--- config.mk ---
export PLATFORM = sky130hd
export DESIGN_NAME = chain_dma_engine
export DESIGN_NICKNAME = d
export VERILOG_FILES = /design/src/rtl/chain_dma_pkg.sv /design/src/rtl/chain_dma_regs.sv /design/src/rtl/chain_dma_fetch.sv /design/src/rtl/chain_dma_seq.sv /design/src/rtl/chain_dma_perf.sv /design/src/rtl/chain_dma_engine.sv
export SDC_FILE = /design/constraint.sdc
export NUM_CORES = 1
export LEC_CHECK = 0
export BUFFER_PORTS_ARGS = -buffer_cell sky130_fd_sc_hd__buf_4
export CAP_MARGIN = 20
export CORE_UTILIZATION = 45
export CTS_CLUSTER_SIZE = 16
export DETAILED_ROUTE_END_ITERATION = 6
export PLACE_DENSITY = 0.67
export SLEW_MARGIN = 20
export SYNTH_ARGS = -nofsm -noshare
export SYNTH_HDL_FRONTEND = slang
export SYNTH_SLANG_ARGS = --single-unit
--- constraint.sdc ---
create_clock -name clk -period 23.8 [get_ports clk]
set_clock_uncertainty 0.05 [all_clocks]
set_input_delay 1.19 -clock clk [delete_from_list [all_inputs] [get_ports clk]]
set_output_delay 1.19 -clock clk [all_outputs]
set_load 0.01 [all_outputs]
--- src/rtl/chain_dma_pkg.sv ---
package chain_dma_pkg;
  localparam int DW         = 32;
  localparam int DESC_WORDS = 4;
  localparam int DESC_BYTES = DESC_WORDS * (DW / 8);
  localparam int ALIGN_W    = $clog2(DESC_BYTES);
  localparam int USED_WORDS = 3;
  localparam int LEN_W      = 16;
  localparam int CTL_W      = DW - LEN_W;
  localparam int CTL_NOTIFY = 0;
  localparam int CTL_LAST   = 1;

  typedef enum logic [2:0] {
    ST_IDLE,
    ST_REQ,
    ST_RECV,
    ST_START,
    ST_WAIT
  } seq_state_e;

  typedef struct packed {
    logic [CTL_W-1:0] ctrl;
    logic [LEN_W-1:0] len;
    logic [DW-1:0]    src;
    logic [DW-1:0]    dst;
  } desc_t;
endpackage

--- src/rtl/chain_dma_regs.sv ---
module chain_dma_regs
  import chain_dma_pkg::*;
#(
  parameter int CNT_W = 16
) (
  input  logic             clk,
  input  logic             rst_n,
  input  logic             reg_wr,
  input  logic [1:0]       reg_sel,
  input  logic [DW-1:0]    reg_wdata,
  input  logic             busy,
  output logic             launch,
  output logic [CNT_W-1:0] count,
  output logic [DW-1:0]    base,
  output logic             err
);
  localparam logic [1:0] SEL_BASE = 2'd0;
  localparam logic [1:0] SEL_CNT  = 2'd1;
  localparam logic [1:0] SEL_CLR  = 2'd2;

  logic          hdr_wr;
  logic          base_en;
  logic [DW-1:0] base_d;
  logic          err_d;

  always_comb begin
    hdr_wr  = reg_wr && ((reg_sel == SEL_BASE) || (reg_sel == SEL_CNT));
    count   = reg_wdata[CNT_W-1:0];
    launch  = reg_wr && (reg_sel == SEL_CNT) && !busy && (count != '0);
    base_en = reg_wr && (reg_sel == SEL_BASE) && !busy;
    base_d  = {reg_wdata[DW-1:ALIGN_W], {ALIGN_W{1'b0}}};
    err_d   = err;
    if (hdr_wr && busy) begin
      err_d = 1'b1;
    end else if (reg_wr && (reg_sel == SEL_CLR) && reg_wdata[0]) begin
      err_d = 1'b0;
    end
  end

  always_ff @(posedge clk or negedge rst_n) begin
    if (!rst_n) begin
      base <= '0;
    end else if (base_en) begin
      base <= base_d;
    end
  end

  always_ff @(posedge clk or negedge rst_n) begin
    if (!rst_n) begin
      err <= 1'b0;
    end else begin
      err <= err_d;
    end
  end

  // the error flag only rises after a header write that hit a busy engine
  assert_err_cause_R11: assert property (@(posedge clk) disable iff (!rst_n)
    $rose(err) |-> $past(reg_wr && busy && (reg_sel != SEL_CLR) && (reg_sel != 2'd3)))
    else $error("error flag rose without a busy header write");

  // a base write during a run leaves the stored base alone
  assert_base_hold_R11: assert property (@(posedge clk) disable iff (!rst_n)
    (busy && reg_wr && (reg_sel == SEL_BASE)) |=> $stable(base))
    else $error("base changed during a run");
endmodule

--- src/rtl/chain_dma_fetch.sv ---
module chain_dma_fetch
  import chain_dma_pkg::*;
(
  input  logic          clk,
  input  logic          rst_n,
  input  logic          en,
  input  logic          dret_valid,
  input  logic [DW-1:0] dret_data,
  output logic          desc_valid,
  output desc_t         desc
);
  localparam int BEAT_W = $clog2(DESC_WORDS);
  localparam logic [BEAT_W-1:0] LAST_BEAT = BEAT_W'(DESC_WORDS - 1);

  logic [BEAT_W-1:0]              beat_q;
  logic [BEAT_W-1:0]              beat_d;
  logic                           take;
  logic                           vld_d;
  logic [USED_WORDS-1:0][DW-1:0]  words;

  always_comb begin
    take = en && dret_valid;
    if (!en) begin
      beat_d = '0;
    end else if (take) begin
      beat_d = beat_q + 1'b1;
    end else begin
      beat_d = beat_q;
    end
    vld_d = take && (beat_q == LAST_BEAT);
  end

  always_ff @(posedge clk or negedge rst_n) begin
    if (!rst_n) begin
      beat_q     <= '0;
      desc_valid <= 1'b0;
    end else begin
      beat_q     <= beat_d;
      desc_valid <= vld_d;
    end
  end

  for (genvar g = 0; g < USED_WORDS; g++) begin : g_word
    logic [DW-1:0] w_q;
    always_ff @(posedge clk or negedge rst_n) begin
      if (!rst_n) begin
        w_q <= '0;
      end else if (take && (beat_q == BEAT_W'(g))) begin
        w_q <= dret_data;
      end
    end
    assign words[g] = w_q;
  end

  assign desc = '{ctrl: words[0][DW-1:LEN_W],
                  len:  words[0][LEN_W-1:0],
                  src:  words[1],
                  dst:  words[2]};

  // a complete descriptor needs four beats, so two never come back to back
  assert_beat_gap_R3: assert property (@(posedge clk) disable iff (!rst_n)
    desc_valid |=> !desc_valid)
    else $error("descriptor completed on consecutive cycles");

  // completion follows an accepted beat
  assert_beat_src_R3: assert property (@(posedge clk) disable iff (!rst_n)
    desc_valid |-> $past(dret_valid && en))
    else $error("descriptor completed without a returned beat");
endmodule

--- src/rtl/chain_dma_seq.sv ---
module chain_dma_seq
  import chain_dma_pkg::*;
#(
  parameter int CNT_W = 16
) (
  input  logic             clk,
  input  logic             rst_n,
  input  logic             launch,
  input  logic [CNT_W-1:0] count_i,
  input  logic [DW-1:0]    base_i,
  input  logic             dfetch_ack,
  input  logic             desc_valid,
  input  desc_t            desc_i,
  input  logic             xfer_done,
  output logic             busy,
  output logic             recv_en,
  output logic             dfetch_req,
  output logic [DW-1:0]    dfetch_addr,
  output logic             xfer_start,
  output desc_t            xfer_desc,
  output logic             irq
);
  seq_state_e       st_q, st_d;
  logic [DW-1:0]    addr_q, addr_d;
  logic [CNT_W-1:0] left_q, left_d;
  desc_t            cur_q, cur_d;
  logic             irq_d;
  logic             cmp;
  logic             cmp_notify;
  logic             cmp_last;
  logic             is_last;
  logic             cur_en;

  always_comb begin
    st_d       = st_q;
    addr_d     = addr_q;
    left_d     = left_q;
    cur_d      = cur_q;
    cur_en     = 1'b0;
    cmp        = 1'b0;
    cmp_notify = (st_q == ST_WAIT) ? cur_q.ctrl[CTL_NOTIFY] : desc_i.ctrl[CTL_NOTIFY];
    cmp_last   = (st_q == ST_WAIT) ? cur_q.ctrl[CTL_LAST]   : desc_i.ctrl[CTL_LAST];
    is_last    = (left_q == CNT_W'(1)) || cmp_last;
    unique case (st_q)
      ST_IDLE: begin
        if (launch) begin
          st_d   = ST_REQ;
          addr_d = base_i;
          left_d = count_i;
        end
      end
      ST_REQ: begin
        if (dfetch_ack) st_d = ST_RECV;
      end
      ST_RECV: begin
        if (desc_valid) begin
          cur_d  = desc_i;
          cur_en = 1'b1;
          if (desc_i.len == '0) cmp = 1'b1;
          else st_d = ST_START;
        end
      end
      ST_START: st_d = ST_WAIT;
      ST_WAIT: begin
        if (xfer_done) cmp = 1'b1;
      end
      default: st_d = ST_IDLE;
    endcase
    if (cmp) begin
      if (is_last) begin
        st_d = ST_IDLE;
      end else begin
        st_d   = ST_REQ;
        addr_d = addr_q + DW'(DESC_BYTES);
        left_d = left_q - 1'b1;
      end
    end
    irq_d = cmp && cmp_notify;
  end

  always_ff @(posedge clk or negedge rst_n) begin
    if (!rst_n) begin
      st_q   <= ST_IDLE;
      addr_q <= '0;
      left_q <= '0;
      irq    <= 1'b0;
    end else begin
      st_q   <= st_d;
      addr_q <= addr_d;
      left_q <= left_d;
      irq    <= irq_d;
    end
  end

  always_ff @(posedge clk or negedge rst_n) begin
    if (!rst_n) begin
      cur_q <= '0;
    end else if (cur_en) begin
      cur_q <= cur_d;
    end
  end

  assign busy        = (st_q != ST_IDLE);
  assign recv_en     = (st_q == ST_RECV);
  assign dfetch_req  = (st_q == ST_REQ);
  assign dfetch_addr = addr_q;
  assign xfer_start  = (st_q == ST_START);
  assign xfer_desc   = cur_q;

  // an unaccepted request keeps its address
  assert_req_hold_R3: assert property (@(posedge clk) disable iff (!rst_n)
    (dfetch_req && !dfetch_ack) |=> (dfetch_req && $stable(dfetch_addr)))
    else $error("fetch request dropped or moved before acceptance");

  // the transfer launch lasts one cycle
  assert_start_pulse_R4: assert property (@(posedge clk) disable iff (!rst_n)
    xfer_start |=> !xfer_start)
    else $error("transfer start wider than one cycle");

  // no zero-length transfer reaches the data mover
  assert_no_empty_start_R6: assert property (@(posedge clk) disable iff (!rst_n)
    xfer_start |-> (xfer_desc.len != '0))
    else $error("zero-length descriptor launched a transfer");

  // a follow-on fetch is raised only by a completion event
  assert_serial_R5: assert property (@(posedge clk) disable iff (!rst_n)
    ($rose(dfetch_req) && $past(busy)) |-> ($past(xfer_done) || $past(desc_valid)))
    else $error("fetch issued while a descriptor was in flight");

  // notification is a single-cycle pulse
  assert_irq_pulse_R8: assert property (@(posedge clk) disable iff (!rst_n)
    irq |=> !irq)
    else $error("notification pulse wider than one cycle");

  // a busy engine always has descriptors left
  assert_left_nonzero_R9: assert property (@(posedge clk) disable iff (!rst_n)
    busy |-> (left_q != '0))
    else $error("busy with no descriptors left");
endmodule

--- src/rtl/chain_dma_perf.sv ---
module chain_dma_perf #(
  parameter int PERF_W = 32
) (
  input  logic              clk,
  input  logic              rst_n,
  input  logic              launch,
  input  logic              busy,
  output logic [PERF_W-1:0] cycles
);
  logic [PERF_W-1:0] cnt_d;
  logic              cnt_en;

  always_comb begin
    cnt_en = launch || busy;
    if (launch) cnt_d = '0;
    else        cnt_d = cycles + 1'b1;
  end

  always_ff @(posedge clk or negedge rst_n) begin
    if (!rst_n) begin
      cycles <= '0;
    end else if (cnt_en) begin
      cycles <= cnt_d;
    end
  end

  // one count per edge while a run is active
  assert_count_step_R10: assert property (@(posedge clk) disable iff (!rst_n)
    (busy && !launch) |=> (cycles == ($past(cycles) + PERF_W'(1))))
    else $error("cycle counter missed an edge");

  // the result holds once the run is over
  assert_count_hold_R10: assert property (@(posedge clk) disable iff (!rst_n)
    (!busy && !launch) |=> $stable(cycles))
    else $error("cycle counter moved while idle");
endmodule

--- src/rtl/chain_dma_engine.sv ---
module chain_dma_engine
  import chain_dma_pkg::*;
#(
  parameter int CNT_W  = 16,
  parameter int PERF_W = 32
) (
  input  logic              clk,
  input  logic              rst_n,
  input  logic              reg_wr,
  input  logic [1:0]        reg_sel,
  input  logic [31:0]       reg_wdata,
  output logic              dfetch_req,
  output logic [31:0]       dfetch_addr,
  input  logic              dfetch_ack,
  input  logic              dret_valid,
  input  logic [31:0]       dret_data,
  output logic              xfer_start,
  output logic [15:0]       xfer_len,
  output logic [15:0]       xfer_ctrl,
  output logic [31:0]       xfer_src,
  output logic [31:0]       xfer_dst,
  input  logic              xfer_done,
  output logic              irq,
  output logic              stat_busy,
  output logic              stat_err,
  output logic [PERF_W-1:0] stat_cycles
);
  logic [1:0]       rst_sync_q;
  logic             rst_int_n;
  logic             launch;
  logic [CNT_W-1:0] count;
  logic [DW-1:0]    base;
  logic             busy;
  logic             recv_en;
  logic             desc_valid;
  desc_t            desc;
  desc_t            xfer_desc;

  always_ff @(posedge clk or negedge rst_n) begin
    if (!rst_n) begin
      rst_sync_q <= 2'b00;
    end else begin
      rst_sync_q <= {rst_sync_q[0], 1'b1};
    end
  end
  assign rst_int_n = rst_sync_q[1];

  chain_dma_regs #(.CNT_W(CNT_W)) u_regs (
    .clk       (clk),
    .rst_n     (rst_int_n),
    .reg_wr    (reg_wr),
    .reg_sel   (reg_sel),
    .reg_wdata (reg_wdata),
    .busy      (busy),
    .launch    (launch),
    .count     (count),
    .base      (base),
    .err       (stat_err)
  );

  chain_dma_fetch u_fetch (
    .clk        (clk),
    .rst_n      (rst_int_n),
    .en         (recv_en),
    .dret_valid (dret_valid),
    .dret_data  (dret_data),
    .desc_valid (desc_valid),
    .desc       (desc)
  );

  chain_dma_seq #(.CNT_W(CNT_W)) u_seq (
    .clk         (clk),
    .rst_n       (rst_int_n),
    .launch      (launch),
    .count_i     (count),
    .base_i      (base),
    .dfetch_ack  (dfetch_ack),
    .desc_valid  (desc_valid),
    .desc_i      (desc),
    .xfer_done   (xfer_done),
    .busy        (busy),
    .recv_en     (recv_en),
    .dfetch_req  (dfetch_req),
    .dfetch_addr (dfetch_addr),
    .xfer_start  (xfer_start),
    .xfer_desc   (xfer_desc),
    .irq         (irq)
  );

  chain_dma_perf #(.PERF_W(PERF_W)) u_perf (
    .clk    (clk),
    .rst_n  (rst_int_n),
    .launch (launch),
    .busy   (busy),
    .cycles (stat_cycles)
  );

  assign stat_busy = busy;
  assign xfer_len  = xfer_desc.len;
  assign xfer_ctrl = xfer_desc.ctrl;
  assign xfer_src  = xfer_desc.src;
  assign xfer_dst  = xfer_desc.dst;

  // every request targets a descriptor-aligned slot
  assert_fetch_aligned_R3: assert property (@(posedge clk) disable iff (!rst_int_n)
    dfetch_req |-> (dfetch_addr[ALIGN_W-1:0] == '0))
    else $error("descriptor fetch not aligned");
endmodule

==> impl_metrics.ini, run 1 <==
[outcome]
outcome = completed

[grt]
track_usage = 0.217
grt_pass1_wl_um = 52500
grt_pass1_vias = 9978
grt_remaining_overflow = 0
antenna_found_initial = 1
grt_start_max_net_pins = 164

[final_layout]
area.growth.synth_to_final_pct = 24.9
fin_area_um2 = 16400
diodes = 0
nets = 1508
multi_input_area_um2 = 5020
regArea_um2 = 7760
drive_gt1_frac = 0.315
n_fill_cell = 2498

[placed_design]
dp_hpwl_um = 20700
io_buffers = 236
dpl_cell_area_um2 = 15200
gp_congestion = 0.859

[logic_synthesis]
synth_area_leader_cell = dfrtp_1
synth_seq_cells = 310
avgSynthCellArea_um2 = 10.9
synth_edf_count = 0
synthMostInstantiatedCell = nand2_1
async_flop_share = 1.00
netlist_top_cells_area = dfrtp_1 59%, mux2_2 11%, nand2_1 9.6%, nor2_1 1.7%, nand3_1 1.6%
synth_cell_types = 58
synth_compound_area_frac = 0.0680
muxShareOfSynthArea = 0.111
synth_area_um2 = 13100
synth_adder_area_share = 0.00763
synthCells = 1208
yosysSeqAreaShare = 0.591
synth_top_family_by_area = simple AND/OR/NAND/NOR gates
yosys.area_share.simple = 0.182
synth-xor-area-share = 0.0120
ys_warn_count = 0
synth_ff_type = dfrtp_1
syn_nets = 1288
synth_top_cells_by_count = 337 x nand2_1, 310 x dfrtp_1, 124 x mux2_2, 58 x nor2_1, 41 x nand3_1
netlist.area_leader.share = 0.591

[detailed_routing]
ant_nets = 0
vias = 9679
drt_first_pass_iters = 5
routed_via_density = 5.28
wirelength_um = 32000
drc = 0
drtIter0Drc = 720
wl_per_cell_um = 17.5

[worst_setup_path]
cp_slowest_stage_delay_ns = 0.63
crit_slowest_cell = nand2_1
path_class = reg -> reg
cp_cell_sequence = nor3b_2, mux2_4, a21oi_2, nand2_1, o32ai_1, o21ba_2
worstPathArrival_ns = 3.44
worstPathMaxFanout = 24
cp.required_ns = 24.15
startpoint_type = register
critPathCaptureType = register

[sta]
tns_ns = 0
finalHoldViolations = 0
rsz0062_at_grt = no
worst_pin_slew_ns = 0.989
fmax_ghz = 0.324
relSlewSlack = 0.339
finalCritPeriodShare = 0.130
holdWs_ns = 0.301
fin_crit_ns = 3.08
slew_viol_final = 0
finalSetupViolCount = 0

[pwr]
irDropWorstVdd_uv = 57.3
p_leak_uw = 0.00829
powerDensity_nw_per_um2 = 102
fin_total_pwr_uw = 1680

[clocking]
clock_path_buffers = 3
cts_resized = 0
root_buffer = clkbuf_16
cts_sinks = 310
cts_tree = yes
cts_htree_levels = 2
clk_latency_ns = 0.52
post_cts_buffers = 0
hold_buffers = 0
path_clk_slew_ns = 0.06
cts_buffers = 36

[floorplanning]
placementRows = 62
ios = 237
start_util = 0.457
die_y_um = 173
dieArea_um2 = 29800
die_x_um = 173
core_um2 = 28700

[hold_path]
hp-class = reg -> reg

[flow_run]
drv_cap = 0
## cells by family (layout without fill, tap and decap cells)
logic type,count (synthesis),in the layout
xor gates and xnor gates,18,18
DFF,310,310
muxes,129,129
AOI/OAI and AO/OA,124,124
adders and majority gates,8,8
other,1,1
and+or+nand+nor,536,536
buffers and inverters,82,324
## state kept, by name, summed over array words and instances (netlist names), 2 cells and up
signal,cells
u_seq.dfetch_addr,32
u_fetch.beat_q,2
u_seq.xfer_desc,96
u_seq.st_q,3
u_fetch.g_word.w_q,96
u_seq.left_q,16
u_regs.base,28
u_perf.cycles,32
rst_sync_q,2
## final cells by class
| cell class | count | share of cell area |
|---|---|---|
| tap | 384 | 0.0293 |
| clock buffer | 51 | 0.0621 |
| clock inverter | 9 | 0.00954 |
| sequential | 310 | 0.474 |
| timing repair buffer | 245 | 0.115 |
| inverter | 19 | 0.00435 |
| multi-input combinational | 816 | 0.306 |
## final timing paths
path	cells after the start	slack (ns)	start	endpoint
worst max-delay path	6	20.72	u_seq.st_q[1]	u_seq.dfetch_addr[7]
worst min-delay path	0	0.30	rst_sync_q[0]	rst_sync_q[1]
worst max register to register	6	20.72	u_seq.st_q[1]	u_seq.dfetch_addr[7]
worst min register to register	0	0.30	rst_sync_q[0]	rst_sync_q[1]
max in group asynchronous	1	21.92	rst_sync_q[1]	u_regs.base[22]
min in group asynchronous	0	0.41	rst_sync_q[1]	u_seq.xfer_desc[6]
## cell usage in the layout, fill, tap and decap left out, types with 15 or more instances in the layout
master / synthesis / final
nand2_1: 337 / 334
dfrtp_1: 310 / 309
buf_4: 0 / 241
mux2_2: 124 / 124
nor2_1: 58 / 58
nand3_1: 41 / 41
clkbuf_16: 0 / 36
a21oi_1: 35 / 35
nand4_1: 21 / 21
inv_1: 19 / 19
and3_1: 19 / 18
o221a_2: 15 / 15
o21ai_0: 15 / 15
xor2_1: 15 / 15
## routing by layer
metal	GRT usage	share of wire	vias to the layer above
met5	0	0.00041	-
met3	0.0704	0.083	58
met1	0.287	0.43	4758
li1	-	-	4567
met4	0.0690	0.026	2
met2	0.340	0.46	294
## worst max-delay path: cells and delay by family, from the launching register on
| family | cells | cell delay (ns) |
|---|---|---|
| AND/OR/NAND/NOR | 2 | 1.06 |
| multiplexers | 1 | 0.37 |
| flip-flops | 1 | 0.52 |
| AO/OA/AOI/OAI | 3 | 0.97 |
## report_power, final
group / total (µW) / internal (µW) / switching (µW)
clock network: 545 / 332 / 213
logic: 353 / 190 / 163
registers: 781 / 657 / 124
total: 1680 / 1180 / 500
## stage by stage
step,cells,setup WS (ns),utilization
2_1_floorplan,1208,14.47,-
6_report,1834,20.72,0.571
3_5_place_dp,1772,20.15,0.528
5_1_grt,1834,20.51,0.571
4_1_cts,1832,20.41,0.569
3_3_place_gp,1772,20.24,0.528
(Power assumes the default switching activity.)
==> run 2, diff against run 1 <==
==> constraint.sdc (replaced) <==
create_clock -name clk -period 3.2 [get_ports clk]
set_clock_uncertainty 0.05 [all_clocks]
set_input_delay 0.16 -clock clk [delete_from_list [all_inputs] [get_ports clk]]
set_output_delay 0.16 -clock clk [all_outputs]
set_load 0.01 [all_outputs]
==> run 2 against run 1 <==
Against the previous run: sequential share of layout area is 2.2 points lower; critical path depth stayed put; highest routed layer is now met4; worst hold slack worse by 0.039 ns; largest power group unchanged.
==> impl_metrics.ini, run 2 (synthesized netlist as in run 1, its figures left out) <==
[sta]
finalSetupViolCount = 0
fmax_ghz = 0.379
worst_pin_slew_ns = 1.09
rsz0062_at_grt = no
fin_crit_ns = 2.64
tns_ns = 0
relSlewSlack = 0.272
final.setup.worst_slack_ns = 0.559
finalCritPeriodShare = 0.825
finalHoldViolations = 0
slew_viol_final = 0

[grt]
track_usage = 0.225
grt_remaining_overflow = 0
grt_pass1_wl_um = 54700
antenna_found_initial = 1
grt_start_max_net_pins = 98
grt_pass1_vias = 10300

[worst_setup_path]
critPathCaptureType = register
worstPathArrival_ns = 3.01
worstPathMaxFanout = 58
rrSetupSlack_ns = 0.56
reg2reg_from = u_seq.st_q[1]
startpoint_type = register
path_class = reg -> reg
rr_endpoint = u_seq.dfetch_addr[21]
reg2regPathDepth = 6
cp.required_ns = 3.57

[final_layout]
drive_gt1_frac = 0.306
multi_input_area_um2 = 5020
area.growth.synth_to_final_pct = 30.9
fin_util = 0.599
regArea_um2 = 7760
final_cell_mix = 334 x nand2_1, 309 x dfrtp_1, 253 x buf_4
n_fill_cell = 2417
layout_commonest_cell = nand2_1
nets = 1592

[hold_path]
hold_end = u_regs.base[15]
holdPathStages = 4
hp-class = in -> reg
hold_start = reg_wr

[clocking]
path_clk_slew_ns = 0.06
clk_latency_ns = 0.51
cts_buffers = 35
cts_htree_levels = 2
cts_sinks = 310
clock_path_buffers = 3
cts_tree = yes
root_buffer = clkbuf_16

[floorplanning]
ios = 237
placementRows = 62
core_um2 = 28700
die_x_um = 173
die_y_um = 173
dieArea_um2 = 29800
start_util = 0.457

[placed_design]
io_buffers = 236
dp_hpwl_um = 21400
dpl_worst_slack_ns = 0.489
gp_congestion = 0.866

[detailed_routing]
drc = 0
drt_first_pass_iters = 4
wl_per_cell_um = 17.1
ant_nets = 0
wirelength_um = 33000
drtIter0Drc = 775
routed_via_density = 5.23
vias = 10100

[flow_run]
drv_cap = 0

[pwr]
switching_power_uw = 3690
p_comb_frac = 0.220
clockPowerShare = 0.313
swShare = 0.298
powerDensity_nw_per_um2 = 722
irDropWorstVdd_uv = 363
seqPwrFrac = 0.467
p_leak_uw = 0.00864
p_int_uw = 8710

[outcome]
outcome = completed
## run 2: power by group through the flow
| stage | clock network [µW] | logic, µW | registers (µW) |
|---|---|---|---|
| floorplan | 0 | 1580 | 5760 |
| global placement | 0 | 2580 | 5810 |
| detailed placement | 0 | 2650 | 5840 |
| CTS | 3980 | 2740 | 5780 |
| global route | 4140 | 3010 | 5950 |
| finish | 3880 | 2730 | 5790 |
## run 2: layout make-up
cell class,count,area share
flip-flops and latches,310,0.452
multi-input cells,816,0.292
repair buffers,330,0.159
clock buffers,55,0.0607
well taps,384,0.0280
clock inverters,8,0.00466
inverters,19,0.00415
diodes,1,0.000146
## run 2: metal layers
layer,track usage,vias to the layer above,part of all wire
met5,0,-,0
met4,0.0583,0,0.020
met3,0.0602,53,0.070
met2,0.365,330,0.47
met1,0.301,4923,0.44
li1,-,4749,-
## run 2: critical path, cell delays in order (launching register included)
cell and delay (ns):
dfrtp_1 0.52, nor3b_2 0.30, mux2_4 0.34, a21oi_2 0.28, and2_4 0.61, nand4_1 0.19, a221oi_2 0.26
## run 2: repair_timing
item                      4_1_cts  5_1_grt
hold endpoints to repair      146        0
hold buffers                   71        0
setup buffers                   0        0
gates resized for setup         0        0
## run 2: worst max path at each step
| stage | to | from | slack, ns | cells after the start |
|---|---|---|---|---|
| 3_3_place_gp | u_seq.dfetch_addr[26] | u_seq.left_q[12] | 0.56 | 6 |
| 2_1_floorplan | u_fetch.beat_q[0] | rst_sync_q[1] | 0.07 | 0 |
| 4_1_cts | u_seq.dfetch_addr[16] | u_seq.st_q[1] | 0.48 | 6 |
| 6_report | u_seq.dfetch_addr[21] | u_seq.st_q[1] | 0.56 | 6 |
| 5_1_grt | u_seq.dfetch_addr[21] | u_fetch.g_word[0].w_q[5] | 0.30 | 6 |
| 3_5_place_dp | u_seq.dfetch_addr[16] | u_seq.st_q[1] | 0.49 | 6 |
## run 2: through the flow
| step | hold WS (ns) | instances | instance area [µm²] | total power, µW |
|---|---|---|---|---|
| after floorplan | -0.186 | 1208 | 13100 | 7340 |
| after global placement | -0.106 | 1788 | 15300 | 8390 |
| after detailed placement | -0.105 | 1788 | 15300 | 8490 |
| after CTS | 0.229 | 1922 | 17200 | 12500 |
| after global routing | 0.297 | 1923 | 17200 | 13100 |
| final | 0.261 | 1923 | 17200 | 12400 |
